`src/rtl/pbgen.sv`:
```
module pbgen #(
  parameter int NCH      = 8,
  parameter int SAMP_W   = 12,
  parameter int REC_LEN  = 32,
  parameter int AMP_STEP = 100,
  parameter int MAX_TRIG = 9,
  parameter int MODE_W   = 4,
  localparam int IDX_W   = $clog2(REC_LEN),
  localparam int AMPS_W  = 4 * NCH
) (
  input  logic                  clk,
  input  logic                  rst_n,
  input  logic                  mode_wr,
  input  logic [MODE_W-1:0]     mode_in,
  input  logic                  trig,
  input  logic [SAMP_W-1:0]     sc_ped,
  input  logic [IDX_W-1:0]      sc_width,
  input  logic [IDX_W-1:0]      sc_delay,
  input  logic [AMPS_W-1:0]     sc_amps,
  input  logic [SAMP_W-1:0]     cal_ped,
  input  logic [IDX_W-1:0]      cal_width,
  input  logic [IDX_W-1:0]      cal_delay,
  input  logic [AMPS_W-1:0]     cal_amps,
  output logic                  samp_valid,
  output logic [NCH*SAMP_W-1:0] sc_samp,
  output logic [NCH*SAMP_W-1:0] cal_samp,
  output logic                  cfg_err
);

  localparam int unsigned MAXC = (1 << SAMP_W) - 1;
  localparam logic [IDX_W:0] LIMIT = (IDX_W+1)'(REC_LEN);

  logic                active;
  logic [IDX_W-1:0]    idx;
  logic [MODE_W-1:0]   mode_q, left;
  logic [SAMP_W-1:0]   sc_ped_q, cal_ped_q;
  logic [IDX_W-1:0]    sc_w_q, sc_d_q, cal_w_q, cal_d_q;
  logic [AMPS_W-1:0]   sc_a_q, cal_a_q;
  logic                accept, sc_on, cal_on;

  function automatic logic bad_win(input logic [IDX_W-1:0] w, input logic [IDX_W-1:0] d);
    return ({1'b0, w} + {1'b0, d}) >= LIMIT;
  endfunction

  function automatic logic in_win(input logic [IDX_W-1:0] i, input logic [IDX_W-1:0] d,
                                  input logic [IDX_W-1:0] w);
    logic [IDX_W:0] lo, hi;
    lo = {1'b0, d};
    hi = lo + {1'b0, w};
    return ({1'b0, i} >= lo) && ({1'b0, i} < hi);
  endfunction

  function automatic logic [SAMP_W-1:0] shape(input logic [SAMP_W-1:0] ped,
                                               input logic [3:0] nib, input logic on);
    logic [31:0] s;
    s = 32'(ped) + (on ? 32'(nib) * 32'(AMP_STEP) : 32'd0);
    return (s > 32'(MAXC)) ? SAMP_W'(MAXC) : s[SAMP_W-1:0];
  endfunction

  assign cfg_err = bad_win(sc_width, sc_delay) | bad_win(cal_width, cal_delay)
                 | (32'(mode_q) > 32'(MAX_TRIG));
  assign accept  = trig & ~active & ~mode_wr & ~cfg_err & (left != '0);

  always_ff @(posedge clk) begin
    if (!rst_n) begin
      active <= 1'b0;
      idx    <= '0;
    end else if (accept) begin
      active <= 1'b1;
      idx    <= '0;
    end else if (active) begin
      if (idx == IDX_W'(REC_LEN - 1)) active <= 1'b0;
      else                            idx    <= idx + 1'b1;
    end
  end

  always_ff @(posedge clk) begin
    if (!rst_n) begin
      mode_q <= '0;
      left   <= '0;
    end else if (mode_wr) begin
      mode_q <= mode_in;
      left   <= mode_in;
    end else if (accept) begin
      left   <= left - 1'b1;
    end
  end

  always_ff @(posedge clk) begin
    if (!rst_n) begin
      sc_ped_q  <= '0; sc_w_q  <= '0; sc_d_q  <= '0; sc_a_q  <= '0;
      cal_ped_q <= '0; cal_w_q <= '0; cal_d_q <= '0; cal_a_q <= '0;
    end else if (accept) begin
      sc_ped_q  <= sc_ped;  sc_w_q  <= sc_width;  sc_d_q  <= sc_delay;  sc_a_q  <= sc_amps;
      cal_ped_q <= cal_ped; cal_w_q <= cal_width; cal_d_q <= cal_delay; cal_a_q <= cal_amps;
    end
  end

  assign samp_valid = active;
  assign sc_on      = in_win(idx, sc_d_q, sc_w_q);
  assign cal_on     = in_win(idx, cal_d_q, cal_w_q);

  for (genvar c = 0; c < NCH; c++) begin : g_ch
    assign sc_samp[c*SAMP_W +: SAMP_W]  = active ? shape(sc_ped_q,  sc_a_q[4*c +: 4],  sc_on)  : '0;
    assign cal_samp[c*SAMP_W +: SAMP_W] = active ? shape(cal_ped_q, cal_a_q[4*c +: 4], cal_on) : '0;
  end

endmodule

```
`config.mk`:
```
export PLATFORM = sky130hd
export DESIGN_NAME = pbgen
export DESIGN_NICKNAME = d
export VERILOG_FILES = /design/src/rtl/pbgen.sv
export SDC_FILE = /design/constraint.sdc
export NUM_CORES = 1
export LEC_CHECK = 0
export BUFFER_PORTS_ARGS = -buffer_cell sky130_fd_sc_hd__buf_2
export CAP_MARGIN = 20
export CELL_PAD_IN_SITES_DETAIL_PLACEMENT = 1
export CELL_PAD_IN_SITES_GLOBAL_PLACEMENT = 1
export CORE_MARGIN = 2
export CORE_UTILIZATION = 39
export CTS_BUF_LIST = sky130_fd_sc_hd__clkbuf_2 sky130_fd_sc_hd__clkbuf_4 sky130_fd_sc_hd__clkbuf_8
export CTS_CLUSTER_DIAMETER = 50
export CTS_CLUSTER_SIZE = 28
export DETAILED_ROUTE_END_ITERATION = 6
export PLACE_DENSITY = 0.77
export SYNTH_ARGS = -nofsm -noshare
export SYNTH_HDL_FRONTEND = slang
export SYNTH_SLANG_ARGS = --single-unit
```
`constraint.sdc`:
```
create_clock -name clk -period 6.6 [get_ports clk]
set_input_delay 0.99 -clock clk [delete_from_list [all_inputs] [get_ports clk]]
set_output_delay 0.99 -clock clk [all_outputs]
set_load 0.01 [all_outputs]
```
==> metrics.md <==
| Metric | Value |
|---|---|
| Status | completed |
| Type of the most critical hold path | reg2reg |
| Crit Path Max Fanout | 20 |
| Die area | 45600 sq um |
| Layout overhead on the synthesized area | 16.2% |
| Syn_area_per_cell | 7.59 sq um |
| Kind of critical path | reg2out |
| Worst path required time | 5.61 ns |
| Final Hold Viols | 0 |
| PwrDens | 104 nW/um^2 |
| Worst rel slew slack | 0.335 |
| Tmin final | 6.32 ns |
| Reg2reg end | idx[3] |
| First-pass GRT wire length | between 90000 and 100000 um |
| Final wirelength | about 63000 um |
| Startpoint types | register |
| Setup WS post-layout | 0.281 ns |
| Max rail drop VDD | around 0.15 mV |
| Post-route design area | 19900 sq um |
| Number of I/O port buffers | 309 |
| Nets | 3002 |
| Clock Skews | 0.0204 ns |
| Drt drc | 0 |
| Slew @ Worst Pin | 0.987 ns |
| Power, Total | roughly 2.1 mW |
| Via Count | 17300 |
| Die height | approximately 210 um |
| Fin Hold WS | 0.460 ns |
| Row cnt | 76 |
| Cell Count, Final, Fillers Out | 3117 |
| Leakage | roughly 10 nW |
| Hold EP | cal_ped_q[0] |
| CP arrival | 5.33 ns |
| Number of global-route vias before repair | 17900 |
| CTS buffer count | 17 |
| Synth Net Count | between 2000 and 3000 |
| Sequential area share after synthesis | 0.142 |
| Largest net degree at the start of global routing | 85 |
| Overflow left after global routing | 0 |
| Crit end category | output pin |
| Most frequent cells in the layout | 334 x ha_1, 312 x nand2_1, 307 x buf_2, 188 x nor2_1, 163 x inv_1 |
| Die width | ~210 um |
| Clk sink count | 121 |
| Netlist cell types | 52 |
| Fin. max-slew vios | 0 |
| Area of the mapped netlist | 17100 sq um |
| Share of layout cells above drive strength 1 | 0.175 |
| Placed Instances | 3073 |
| DR WL/cell | 20.2 um |
| Seq cells post-synth | between 100 and 150 |
| Initial Util | 0.396 |
| Number of synthesized flops with an enable pin | 0 |
| Top FF cell, synth | dfxtp_1 |
| H-tree lvl count | 4 |
| RePlAce Congestion | 0.909 |
| Clock Pin Slew Worst Setup and Hold Paths | around 0.08 ns |
| Dpl cell area | 19100 sq um |
| Mapped Cells | ~2300 |
| Final Cycle Share | 0.957 |
| CTS tree | built |
| Synth async-reset ratio | 0 |
| CTS root buf | clkbuf_8 |
| Ports | 310 |
| Setup_tns | 0 ns |
| Critical R2R Launch | samp_valid |
| Pre-CTS WS | 0.514 ns |
| Core Util, Final | 0.460 |
| Clock Tree Buf Depth | 2 |
| Filler instances | 5526 |
| Vias/cell | 5.55 |
| CORE AREA | 43200 sq um |
| Initial DRC Count | 734 |
| First-pass DRT Iterations | 5 |
| Gr usage total | 0.271 |
| R2R Setup Slk | ~3.2 ns |
| Clock latency on the worst-skew pair | 0.57 ns |
| Most common cell after layout, fill and taps aside | ha_1 |
| Final ANT Viol Nets | 0 |
| Hold_sp | cal_ped_q[0] |
| Hold path depth | 2 |
| Peak Freq | 158 MHz |
| Yosys warns | 0 |
| Initial antenna violation count | 3 |
| FF-to-FF path depth | 7 |
| Placed wire-length estimate | 47900 um |
| Maximum capacitance violations | 0 |
| Setup-violating endpoint count in the final report | 0 |
flip-flops by register name, indices dropped and copies added (netlist names):
name	count
sc_a_q	32
sc_ped_q	12
left	4
mode_q	3
cal_d_q	5
sc_d_q	5
samp_valid	1
idx	5
sc_w_q	5
cal_a_q	32
cal_ped_q	12
cal_w_q	5
report_power, final:
part | switching, mW | internal (mW) | total, mW
Clock | 0.373 | 0.428 | 0.801
Sequential | 0.0396 | 0.750 | 0.790
Combinational | 0.297 | 0.189 | 0.486
critical path, stage by stage (launching register included):
cell,delay (ns)
dfxtp_1,0.36
ha_1,0.17
inv_1,0.05
fa_1,0.40
inv_1,0.07
a21o_1,0.13
a21oi_1,0.08
xor2_1,0.14
ha_1,0.30
nand2_1,0.06
o21a_2,0.23
o21a_4,0.24
buf_12,0.17
and2_1,0.17
ha_1,0.19
inv_1,0.08
fa_1,0.20
nor2b_1,0.07
o31ai_1,0.48
a211oi_2,0.17
nor3_1,0.35
nor3_2,0.10
buf_6,0.17
a31o_2,0.21
buf_2,0.15
how the worst max path moves through the flow:
stage,from,cells past startpoint,slack (ns),end
4_1_cts,sc_d_q[0],20,0.009,sc_samp[67]
5_1_grt,sc_w_q[0],24,-0.009,sc_samp[87]
6_report,cal_d_q[0],24,0.28,cal_samp[90]
3_3_place_gp,sc_d_q[0],21,0.74,sc_samp[40]
2_1_floorplan,sc_d_q[0],23,1.45,sc_samp[63]
3_5_place_dp,sc_d_q[0],23,0.51,sc_samp[21]
kinds of logic (layout without fill, tap and decap cells):
kind of cell,Yosys count,count (layout),synth area share
mux,4,4,0.00241
fa+ha+maj,368,368,0.284
compound gates,580,582,0.225
simple gates,782,782,0.212
other cells,0,1,0
xor+xnor,141,141,0.0722
buf+inv,257,533,0.0633
flops,121,121,0.142
routing by layer:
metal | global-route usage | part of all wire | vias to the layer above | wire length (um)
li1 | - | - | 8334 | -
met1 | 0.323 | 0.43 | 8445 | 26900
met2 | 0.482 | 0.49 | 404 | 30700
met3 | 0.0390 | 0.046 | 120 | 2880
met4 | 0.119 | 0.038 | 0 | 2380
met5 | 0 | 0 | - | 0
synthesized netlist by cell type, drive strengths merged (2+ instances only):
library cell,number,share of area
ha,334,0.24
inv,164,0.036
a31o,12,0.0061
clkbuf,57,0.013
dfxtp,121,0.14
or3,18,0.0066
xor2,78,0.040
xnor2,63,0.032
o31a,2,0.0010
o311ai,14,0.0072
a2111oi,2,0.0010
o21a,37,0.016
nor4b,4,0.0028
nand3,31,0.0091
o221a,8,0.0053
nor3,35,0.012
nor2b,62,0.023
and2,64,0.023
a211o,2,0.0010
o21bai,11,0.0048
fa,34,0.040
mux2i,3,0.0018
nand4,2,0.00073
a31oi,35,0.013
a211oi,31,0.014
buf,36,0.015
a21o,54,0.024
o21ai,107,0.031
o31ai,19,0.0083
nor4,15,0.0055
nor2,188,0.041
a311oi,12,0.0061
nand2b,30,0.011
nand2,313,0.069
a21boi,113,0.050
and3,17,0.0062
a21oi,118,0.035
final cells by class:
type / instances / area [sq um] / share of cell area
diodes: 1 / 2.50 / 0.000126
clock buffers: 19 / 255 / 0.0128
clock inverters: 13 / 189 / 0.00950
inverters: 164 / 616 / 0.0310
multi-input cells: 1877 / 13800 / 0.695
flip-flops and latches: 121 / 2430 / 0.122
well taps: 585 / 732 / 0.0368
repair buffers: 337 / 1840 / 0.0923
what timing repair did:
| item | in CTS | in global routing |
|---|---|---|
| buffers inserted | 2 | 5 |
| setup endpoints to repair | 28 | 166 |
| pin swaps | 1 | 7 |
| gates cloned | 0 | 3 |
| gates resized for setup | 3 | 40 |
| hold buffers | 0 | 0 |
No activity file was read; power rests on OpenSTA's default activity.
